[src/rtl/serial_tx_pkg.sv]
package serial_tx_pkg;

    typedef enum logic [2:0] {
        ST_IDLE,
        ST_START,
        ST_DATA,
        ST_PARITY,
        ST_STOP
    } tx_state_t;

    typedef struct packed {
        logic [1:0] len_code;
        logic       long_stop;
        logic       par_const;
        logic       par_even;
        logic       par_en;
    } frame_cfg_t;

    function automatic frame_cfg_t unpack_cfg(input logic [6:1] c);
        frame_cfg_t f;
        f.par_en    = c[1];
        f.par_even  = c[2];
        f.par_const = c[3];
        f.long_stop = c[4];
        f.len_code  = c[6:5];
        return f;
    endfunction

endpackage

[src/rtl/serial_tx_parity.sv]
module serial_tx_parity #(
    parameter int DATA_W  = 8,
    parameter int MIN_LEN = 5
) (
    input  logic [DATA_W-1:0] data,
    input  logic [1:0]        len_code,
    input  logic              par_even,
    input  logic              par_const,
    output logic              par_bit
);
    localparam int NB_W = $clog2(DATA_W + 1);

    logic [NB_W-1:0]   nbits;
    logic [DATA_W-1:0] masked;

    assign nbits = NB_W'(MIN_LEN) + NB_W'(len_code);

    for (genvar i = 0; i < DATA_W; i++) begin : g_mask
        assign masked[i] = data[i] & (NB_W'(i) < nbits);
    end

    always_comb begin
        if (par_const) begin
            par_bit = ~par_even;
        end else begin
            par_bit = (^masked) ^ ~par_even;
        end
    end
endmodule

[src/rtl/serial_tx_timer.sv]
module serial_tx_timer #(
    parameter int CNT_W = 6
) (
    input  logic             clk,
    input  logic             rst_n,
    input  logic             clear,
    input  logic             en,
    input  logic             tick,
    input  logic [CNT_W-1:0] limit,
    output logic             done
);
    logic [CNT_W-1:0] cnt_q;

    assign done = en && tick && (cnt_q == limit - CNT_W'(1));

    always_ff @(posedge clk or negedge rst_n) begin
        if (!rst_n) begin
            cnt_q <= '0;
        end else if (clear || done) begin
            cnt_q <= '0;
        end else if (en && tick) begin
            cnt_q <= cnt_q + CNT_W'(1);
        end
    end
endmodule

[src/rtl/serial_frame_tx.sv]
module serial_frame_tx
    import serial_tx_pkg::*;
#(
    parameter int DATA_W     = 8,
    parameter int OVERSAMPLE = 16
) (
    input  logic              clk,
    input  logic              rst_n,
    input  logic              baud_tick,
    input  logic [6:0]        cfg,
    input  logic [DATA_W-1:0] in_data,
    input  logic              in_valid,
    output logic              in_ready,
    output logic              line_out,
    output logic              busy
);
    localparam int MIN_LEN = DATA_W - 3;
    localparam int IDX_W   = $clog2(DATA_W);
    localparam int CNT_W   = $clog2(2 * OVERSAMPLE + 1);

    tx_state_t         state_q, state_d;
    logic [IDX_W-1:0]  idx_q;
    logic [DATA_W-1:0] data_q;
    frame_cfg_t        fcfg_q;
    logic              accept, bit_done, par_bit, line_frame;
    logic [CNT_W-1:0]  limit, stop_ticks;
    logic [IDX_W-1:0]  last_idx;

    assign accept   = in_valid && (state_q == ST_IDLE);
    assign last_idx = IDX_W'(MIN_LEN - 1) + IDX_W'(fcfg_q.len_code);

    always_comb begin
        if (!fcfg_q.long_stop) begin
            stop_ticks = CNT_W'(OVERSAMPLE);
        end else if (fcfg_q.len_code == 2'b00) begin
            stop_ticks = CNT_W'(OVERSAMPLE + OVERSAMPLE / 2);
        end else begin
            stop_ticks = CNT_W'(2 * OVERSAMPLE);
        end
        limit = (state_q == ST_STOP) ? stop_ticks : CNT_W'(OVERSAMPLE);
    end

    serial_tx_timer #(.CNT_W(CNT_W)) timer_i (
        .clk   (clk),
        .rst_n (rst_n),
        .clear (accept),
        .en    (state_q != ST_IDLE),
        .tick  (baud_tick),
        .limit (limit),
        .done  (bit_done)
    );

    serial_tx_parity #(.DATA_W(DATA_W), .MIN_LEN(MIN_LEN)) parity_i (
        .data      (data_q),
        .len_code  (fcfg_q.len_code),
        .par_even  (fcfg_q.par_even),
        .par_const (fcfg_q.par_const),
        .par_bit   (par_bit)
    );

    // Next-state logic
    always_comb begin
        state_d = state_q;
        unique case (state_q)
            ST_IDLE:   if (accept)   state_d = ST_START;
            ST_START:  if (bit_done) state_d = ST_DATA;
            ST_DATA:   if (bit_done && idx_q == last_idx)
                           state_d = fcfg_q.par_en ? ST_PARITY : ST_STOP;
            ST_PARITY: if (bit_done) state_d = ST_STOP;
            ST_STOP:   if (bit_done) state_d = ST_IDLE;
            default:   state_d = ST_IDLE;
        endcase
    end

    // State register and frame capture
    always_ff @(posedge clk or negedge rst_n) begin
        if (!rst_n) begin
            state_q <= ST_IDLE;
            idx_q   <= '0;
            data_q  <= '0;
            fcfg_q  <= '0;
        end else begin
            state_q <= state_d;
            if (accept) begin
                idx_q  <= '0;
                data_q <= in_data;
                fcfg_q <= unpack_cfg(cfg[6:1]);
            end else if (state_q == ST_DATA && bit_done) begin
                idx_q <= idx_q + IDX_W'(1);
            end
        end
    end

    // Outputs
    always_comb begin
        unique case (state_q)
            ST_IDLE:   line_frame = 1'b1;
            ST_START:  line_frame = 1'b0;
            ST_DATA:   line_frame = data_q[idx_q];
            ST_PARITY: line_frame = par_bit;
            ST_STOP:   line_frame = 1'b1;
            default:   line_frame = 1'b1;
        endcase
        line_out = line_frame & ~cfg[0];
        busy     = (state_q != ST_IDLE);
        in_ready = (state_q == ST_IDLE);
    end
endmodule

[config.mk]
export PLATFORM = sky130hd
export DESIGN_NAME = serial_frame_tx
export DESIGN_NICKNAME = d
export VERILOG_FILES = /design/src/rtl/serial_tx_pkg.sv /design/src/rtl/serial_tx_parity.sv /design/src/rtl/serial_tx_timer.sv /design/src/rtl/serial_frame_tx.sv
export SDC_FILE = /design/constraint.sdc
export NUM_CORES = 1
export LEC_CHECK = 0
export BUFFER_PORTS_ARGS = -buffer_cell sky130_fd_sc_hd__buf_2
export CORE_ASPECT_RATIO = 1.4
export CORE_MARGIN = 2
export CORE_UTILIZATION = 40
export CTS_CLUSTER_DIAMETER = 100
export DETAILED_ROUTE_END_ITERATION = 10
export PLACE_DENSITY = 0.71
export SLEW_MARGIN = 40
export SYNTH_ARGS = -nofsm -noshare
export SYNTH_HDL_FRONTEND = slang
export SYNTH_HIERARCHICAL = 1
export SYNTH_SLANG_ARGS = --single-unit
[constraint.sdc]
create_clock -name clk -period 5.2 [get_ports clk]
set_input_delay 0.26 -clock clk [delete_from_list [all_inputs] [get_ports clk]]
set_output_delay 0.26 -clock clk [all_outputs]
set_load 0.01 [all_outputs]
==> out/metrics.cfg, run 1 <==
[floorplan]
core_area_mm2=0.00420
die_h_um=82.1
chipWidth_um=59.8
num_io_pins=22
std_cell_rows=28
dieArea_mm2=0.00491
initial_core_util=0.415

[drt]
wl_per_cell_um=13.4
routed_wl_mm=3.17
drt_iter0_drc=35
via_per_inst=5.33
drc=0
ant_nets=0
routed-via-count=1258
dr.pass1.iters=4

[sta]
slew_headroom=0.530
tns_ns=0
timing.final.crit_share=0.613
maxSlewViolCount=0
worst_pin_slew_ns=0.701
whs_ns=0.194
rsz0062_at_grt=false
period_minus_slack_ns=3.19
hold_viol=0
max_freq_ghz=0.314
fin_worst_skew_ns=0.00639
setup_violations=0

[worst_setup_path]
crit_family=simple AND/OR/NAND/NOR gates
end_kind=register
cp_cell_sequence=nor2_1 > nand3_1 > nor3_1 > or4_4 > or3_4 > a211oi_4 > and2_1 > nand4bb_4 > or3_1 > a21oi_1
crit_arrival_ns=3.40
cp_max_fo=12
critPathRequiredTime_ns=5.41
slowest_delay_ns=0.61
worst-path-buf-inv=0
slowest_stage=dfrtp_1
rr_worst_depth=10
critPathKind=register to register
cp.depth=10
critPathLaunchType=register

[global_route]
grt-ovfl-total=0
track_usage=0.149
first_global_vias=1236
grt_pass1_wl_mm=5.57
antenna_found_initial=0
grt_max_degree=27

[run]
drv_cap=0

[cts]
clk_latency_ns=0.28
clk_pin_slew_ns=0.09
cts_tree=done
cts_resized=0
h-tree-depth=1
numCtsBuffers=3
cts.path.max_buffers=2
cts.sinks=26
cts_root_buf=clkbuf_8

[finish]
layoutNonFillerInstCount=236
finish.utilization=0.471
n_fill_cell=403
n_antenna_cell=0
synthToLayoutAreaGrowth_pct=13.4
final_nets=214
drive_gt1_frac=0.277

[power_and_ir_drop]
p_leak_uw=0.000851
ir_drop_uv=139
powerDensity_mw_per_mm2=333

[place]
dp.cells=231
place.gp.congestion=0.804
io_buffers=21
hpwl_mm=2.42

[synthesis]
synth_warnings=6
ys.flop_type=dfrtp_1
syn-cell-area_mm2=0.00174
yosysSeqAreaShare=0.373
syn_inst=158
async_reset_ff_frac=1.00
yosysUniqueCellTypes=47
synth_edf_count=0
syn_area_per_cell_um2=11.0
synth_seq_cells=26

[run_status]
status=complete, no violations

[hold_path]
holdPathStages=3
hp-class=input pin to register

## power by group
| group | switching [uW] | total, uW | internal [uW] |
|---|---|---|---|
| combinational | 92.7 | 199 | 106 |
| clock | 65.8 | 169 | 103 |
| sequential | 53.0 | 290 | 238 |
## metrics by stage
stage,setup slack [ns],total power (uW),instance area [um^2]
4_1_cts,2.01,667,1980
3_3_place_gp,2.13,488,1900
5_1_grt,1.67,704,1980
6_report,2.01,658,1980
2_1_floorplan,2.38,449,1790
3_5_place_dp,2.04,494,1900
## cell usage in the layout, fill, tap and decap left out, types with 4 or more instances in the layout
master	Yosys	routed
nor2_1	7	7
xnor2_1	13	13
mux2_4	4	4
nor2b_1	5	5
a211oi_1	5	5
nand2_1	9	9
conb_1	1	13
mux2_2	11	11
nor3_1	5	5
xor2_1	5	5
inv_1	6	6
o21ai_0	4	4
dfrtp_1	26	26
nand3_1	4	4
buf_2	1	21
## state kept, by name (all words and copies together), names as in the netlist
name,count
data_q,8
timer_i/cnt_q,6
idx_q,3
state_q,3
fcfg_q,6
## Yosys cell counts (all sizes together), types with 3 or more instances
| library cell | instances | share of area |
|---|---|---|
| nor2 | 7 | 0.015 |
| o21ai | 6 | 0.024 |
| xnor2 | 14 | 0.075 |
| inv | 6 | 0.013 |
| nand2 | 9 | 0.019 |
| or3 | 4 | 0.017 |
| nor3 | 5 | 0.014 |
| nand3 | 4 | 0.011 |
| a31oi | 3 | 0.011 |
| nor2b | 5 | 0.018 |
| xor2 | 5 | 0.025 |
| mux2 | 15 | 0.11 |
| a211oi | 6 | 0.033 |
| nand3b | 3 | 0.013 |
| a21oi | 3 | 0.0086 |
| ha | 3 | 0.022 |
| buf | 6 | 0.040 |
| dfrtp | 26 | 0.37 |
## area by class of cell
| class | count | area [um^2] | share of cell area |
|---|---|---|---|
| inverter | 6 | 22.5 | 0.0114 |
| sequential | 26 | 651 | 0.329 |
| timing repair buffer | 23 | 123 | 0.0620 |
| clock buffer | 3 | 41.3 | 0.0209 |
| multi-input combinational | 132 | 1050 | 0.533 |
| tap | 45 | 56.3 | 0.0285 |
| clock inverter | 1 | 30.0 | 0.0152 |
## final timing paths
check | to | slack [ns] | startpoint
max | idx_q[2] | 2.01 | state_q[0]
min | fcfg_q[0] | 0.19 | cfg[1]
max reg2reg | idx_q[2] | 2.01 | state_q[0]
min reg2reg | fcfg_q[2] | 0.52 | fcfg_q[2]
max in group asynchronous | state_q[0] | 4.30 | rst_n
min in group asynchronous | data_q[2] | 0.51 | rst_n
## routing by layer
| metal | wire (um) | share of wire | track usage |
|---|---|---|---|
| met1 | 1400 | 0.44 | 0.181 |
| met2 | 1580 | 0.50 | 0.252 |
| met3 | 95 | 0.030 | 0.0218 |
| met4 | 94 | 0.030 | 0.0733 |
| met5 | 0 | 0 | 0 |
## tightest hold or removal path, cell delays in order
cell	delay [ns]
buf_2	0.08
nand2_1	0.04
o21ai_0	0.06
## cells by family after synthesis
| logic type | share of synthesized area |
|---|---|
| xor+xnor | 0.113 |
| compound gates | 0.120 |
| fa+ha+maj | 0.0215 |
| buf+inv | 0.0531 |
| simple gates | 0.199 |
| flops | 0.373 |
| mux | 0.118 |
| other cells | 0.00215 |
## timing repair
| action | 4_1_cts | 5_1_grt |
|---|---|---|
| endpoints found under the hold margin | 15 | 0 |
| hold buffers | 1 | 0 |
| setup buffers | 0 | 0 |
(Power assumes the default switching activity.)
==> run 2, diff against run 1 <==
Settings changed: PLACE_DENSITY 0.71 to 0.73.
Clock period 5.2 ns to 2.61 ns, I/O delays scaled along.
==> out/metrics.cfg, run 2 (synthesized netlist as in run 1, its figures left out) <==
[worst_setup_path]
critPathKind=register to output port
critPathLaunchType=register
crit_arrival_ns=2.41  ; -0.99 ns
cp_max_fo=3  ; -9
end_kind=output port
critPathRequiredTime_ns=2.48  ; -2.93 ns

[floorplan]
chipWidth_um=59.8  ; unchanged
dieArea_mm2=0.00491  ; unchanged
die_h_um=82.1  ; unchanged
std_cell_rows=28  ; unchanged
num_io_pins=22  ; unchanged
core_area_mm2=0.00420  ; unchanged
initial_core_util=0.415  ; unchanged

[sta]
timing.final.crit_share=0.972
period_minus_slack_ns=2.54
rsz0062_at_grt=true
slew_headroom=0.598  ; +0.0673
whs_ns=0.0543  ; -0.140 ns
max_freq_ghz=0.394
worst_pin_slew_ns=0.603  ; -0.0981 ns
fin_worst_skew_ns=0.00387  ; -0.00253 ns
worst_slack_ns=0.0738  ; -1.94 ns
maxSlewViolCount=0  ; unchanged
setup_violations=0  ; unchanged
hold_viol=0  ; unchanged

[drt]
routed-via-count=1304  ; +3.7%
routed_wl_mm=3.35  ; +5.9%
via_per_inst=5.24  ; -1.8%
dr.pass1.iters=4  ; unchanged
drc=0  ; unchanged
ant_nets=0  ; unchanged
drt_iter0_drc=36  ; +2.9%
wl_per_cell_um=13.5  ; +0.38%

[place]
io_buffers=21  ; unchanged
hpwl_mm=2.56  ; +5.6%
post-place-ws_ns=0.0128  ; -2.03 ns
dp.cells=242  ; +4.8%
place.gp.congestion=0.833  ; +3.6%

[power_and_ir_drop]
ir_drop_uv=283  ; +100%
powerDensity_mw_per_mm2=601  ; +81%
p_leak_uw=0.000915  ; +7.5%
power_uw=1270  ; +92%

[cts]
h-tree-depth=1  ; unchanged
cts.path.max_buffers=2  ; unchanged
cts_root_buf=clkbuf_8
clk_pin_slew_ns=0.09  ; about the same
cts_tree=done
cts.sinks=26  ; unchanged
numCtsBuffers=3  ; unchanged
clk_latency_ns=0.28  ; about the same

[finish]
multi_input_comb_area_mm2=0.00110  ; +4.5%
layout_commonest_cell=dfrtp_1
n_fill_cell=403  ; unchanged
most-common-layout-cells=dfrtp_1 (26), buf_2 (21), buf_4 (14)
reg_top3=data_q x8, fcfg_q x6, timer_i/cnt_q x6
layoutNonFillerInstCount=249  ; +5.5%
largest_register=data_q
final_nets=227  ; +6.1%
n_antenna_cell=0  ; unchanged
synthToLayoutAreaGrowth_pct=20.8
largest_register_ffs=8  ; unchanged
finish.utilization=0.501  ; +0.0307
seqCellArea_um2=651  ; unchanged
drive_gt1_frac=0.353  ; +0.0755

[global_route]
grt-ovfl-total=0  ; unchanged
grt_pass1_wl_mm=5.84  ; +5.0%
antenna_found_initial=0  ; unchanged
grt_max_degree=27  ; unchanged
track_usage=0.159  ; +0.00997
first_global_vias=1270  ; +2.8%

[run]
drv_cap=0  ; unchanged

[hold_path]
hp-class=input pin to register

[run_status]
status=complete, no violations

-- run 2: critical path, stage by stage (launching register included) --
cell	delay, ns
dfrtp_1	0.42
xnor3_1	0.38
xnor2_2	0.16
nand4_1	0.08
or3b_1	0.36
xor2_1	0.15
and3_1	0.19
nor3_2	0.13
o32ai_1	0.12
buf_2	0.15
-- run 2: area by class of cell --
type / count / share of cell area
clock buffer: 4 / 0.0261
inverter: 6 / 0.0107
multi-input combinational: 132 / 0.523
sequential: 26 / 0.309
tap: 45 / 0.0267
timing repair buffer: 36 / 0.105
-- run 2: per-stage QoR --
stage	cell area, um^2	TNS (ns)
after floorplan	1820	0
after global placement	2010	0
after detailed placement	2010	0
after CTS	2080	0
after global routing	2110	-0.0490
final	2110	0
-- run 2: what timing repair did --
| action | CTS | global route |
|---|---|---|
| setup buffers | 0 | 2 |
| hold endpoints to repair | 26 | 0 |
| resized for setup | 1 | 3 |
| endpoints found under the setup margin | 1 | 3 |
| hold buffers | 1 | 0 |
| pin swaps | 0 | 6 |
-- run 2: worst paths after layout --
kind	to	slack, ns	depth (start not counted)	start
max	line_out	0.07	9	data_q[4]
min	fcfg_q[0]	0.05	3	cfg[1]
max reg2reg	idx_q[2]	0.15	10	state_q[1]
min reg2reg	fcfg_q[2]	0.52	1	fcfg_q[2]
max in group asynchronous	state_q[2]	1.83	2	rst_n
min in group asynchronous	data_q[4]	0.39	2	rst_n
-- run 2: metal layers --
layer  share of wire  global-route usage
met5               0                   0
met4           0.022              0.0822
met3           0.022              0.0187
met2            0.55               0.268
met1            0.41               0.195
-- run 2: power breakdown --
group | total (uW) | leakage [uW] | switching [uW] | internal [uW]
clock | 266 | 0.0000288 | 131 | 135
sequential | 576 | 0.000330 | 102 | 473
combinational | 425 | 0.000556 | 191 | 234
==> run 3, diff against run 2 <==
Settings changed: CELL_PAD_IN_SITES_DETAIL_PLACEMENT set to 1, CELL_PAD_IN_SITES_GLOBAL_PLACEMENT set to 1, PLACE_DENSITY 0.73 to 0.86.
==> out/metrics.cfg, run 3 (synthesized netlist as in run 1, its figures left out) <==
[cts]
h-tree-depth=1  ; unchanged
clk_pin_slew_ns=0.10  ; about the same
cts_tree=done
cts_root_buf=clkbuf_8
numCtsBuffers=3  ; unchanged
clk_latency_ns=0.29  ; about the same
cts.path.max_buffers=2  ; unchanged
cts.sinks=26  ; unchanged

[floorplan]
core_area_mm2=0.00420  ; unchanged
die_h_um=82.1  ; unchanged
chipWidth_um=59.8  ; unchanged
dieArea_mm2=0.00491  ; unchanged
std_cell_rows=28  ; unchanged
num_io_pins=22  ; unchanged
initial_core_util=0.415  ; unchanged

[sta]
tns_ns=0  ; unchanged
period_minus_slack_ns=2.57  ; +0.0381 ns
hold_viol=0  ; unchanged
rsz0062_at_grt=true
max_freq_ghz=0.388  ; -1.5%
maxSlewViolCount=0  ; unchanged
fin_worst_skew_ns=0.0127  ; +0.00887 ns
worst_pin_slew_ns=0.588  ; -0.0152 ns
timing.final.crit_share=0.986  ; +0.0146
setup_violations=0  ; unchanged
slew_headroom=0.608  ; +0.0101

[drt]
routed_wl_mm=3.95  ; +18%
ant_nets=0  ; unchanged
drc=0  ; unchanged
wl_per_cell_um=15.8  ; +17%
drt_iter0_drc=38  ; +5.6%
via_per_inst=5.39  ; +3.0%
dr.pass1.iters=4  ; unchanged
routed-via-count=1348  ; +3.4%

[finish]
fin_area_mm2=0.00215  ; +2.0%
drive_gt1_frac=0.371  ; +0.0178
most-common-layout-cells=dfrtp_1 (26), buf_2 (21), buf_4 (14)
synthToLayoutAreaGrowth_pct=23.2
largest_register_ffs=8  ; unchanged
final_nets=228  ; +0.44%
layout_commonest_cell=dfrtp_1
largest_register=data_q
reg_top3=data_q x8, fcfg_q x6, timer_i/cnt_q x6
n_antenna_cell=0  ; unchanged
layoutNonFillerInstCount=250  ; +0.40%

[hold_path]
hp-start=cfg[1]
holdPathStages=3  ; unchanged
min_to=fcfg_q[0]
hp-class=input pin to register

[worst_setup_path]
rrSetupSlack_ns=0.07  ; -0.08 ns
end_kind=output port
rr_worst_depth=11  ; +1
cp_max_fo=3  ; unchanged
critPathRequiredTime_ns=2.48  ; about the same
crit_arrival_ns=2.44  ; +0.03 ns
rr_startpoint=state_q[0]
critPathKind=register to output port
r2r_end=idx_q[0]
critPathLaunchType=register

[power_and_ir_drop]
p_leak_uw=0.000930  ; +1.7%
internal_power_uw=920  ; +9.3%
comb_power_share=0.325  ; -0.010
swShare=0.327  ; -0.00742
clkPwrFrac=0.252  ; +0.042
seqPwrFrac=0.422  ; -0.033
power_uw=1370  ; +8.1%
p_sw_uw=448  ; +5.7%
powerDensity_mw_per_mm2=637  ; +6.0%
ir_drop_uv=292  ; +3.4%

[global_route]
grt_pass1_wl_mm=6.46  ; +11%
antenna_found_initial=0  ; unchanged
first_global_vias=1441  ; +13%
grt_max_degree=27  ; unchanged
grt-ovfl-total=0  ; unchanged
track_usage=0.175  ; +0.0161

[place]
placed_area_mm2=0.00200  ; -0.37%
hpwl_mm=2.93  ; +15%
dp.cells=241  ; -0.41%
place.gp.congestion=0.777  ; -6.7%
io_buffers=21  ; unchanged

[run_status]
status=complete, no violations

[run]
drv_cap=0  ; unchanged

run 3: layer usage:
layer | part of all wire | GRT usage | wire length (um)
met5 | 0 | 0 | 0
met4 | 0.016 | 0.0600 | 64
met3 | 0.022 | 0.0202 | 88
met2 | 0.57 | 0.332 | 2260
met1 | 0.39 | 0.196 | 1540
run 3: worst max-delay path: stages, from the launching register on:
cell,delay [ns]
dfrtp_1,0.39
xnor3_1,0.44
xnor2_2,0.19
a31oi_1,0.06
or3b_1,0.36
xor2_1,0.15
and3_1,0.19
nor3_2,0.13
o32ai_1,0.11
buf_2,0.14
run 3: final cells by class:
| type | instances | area [um^2] |
|---|---|---|
| Sequential cell | 26 | 651 |
| Tap cell | 45 | 56.3 |
| Inverter | 6 | 22.5 |
| Fill cell | 480 | 2060 |
| Clock buffer | 3 | 41.3 |
| Multi-Input combinational cell | 132 | 1120 |
| Timing Repair Buffer | 37 | 231 |
| Clock inverter | 1 | 30.0 |
run 3: power groups by stage:
stage / clock [uW] / combinational, uW / sequential [uW]
finish: 345 / 445 / 578
floorplan: 0 / 346 / 552
detailed placement: 0 / 424 / 583
CTS: 350 / 434 / 575
global route: 361 / 493 / 592
global placement: 0 / 408 / 579
run 3: how the worst max path moves through the flow:
stage | slack [ns] | endpoint | from | cells after the start
2_1_floorplan | 0.02 | idx_q[2] | state_q[0] | 10
3_3_place_gp | 0.08 | idx_q[2] | state_q[0] | 10
3_5_place_dp | -0.001 | idx_q[2] | state_q[0] | 10
4_1_cts | 0.004 | idx_q[2] | state_q[0] | 9
5_1_grt | -0.05 | idx_q[0] | state_q[0] | 11
6_report | 0.04 | line_out | data_q[3] | 9
run 3: timing repair:
item / in CTS / in global routing
gates resized for setup: 2 / 5
setup endpoints to repair: 2 / 3
hold endpoints to repair: 26 / 0
hold buffers: 1 / 0
setup buffers: 1 / 3
pin swaps: 3 / 9
run 3: per-stage QoR:
| stage | util | setup slack [ns] | hold WS [ns] |
|---|---|---|---|
| after floorplan | - | 0.0200 | -0.165 |
| after global placement | 0.475 | 0.0792 | 0.167 |
| after detailed placement | 0.475 | -0.00134 | 0.169 |
| after CTS | 0.499 | 0.00412 | 0.0470 |
| after global routing | 0.511 | -0.0513 | 0.0670 |
| final | 0.511 | 0.0357 | 0.0495 |
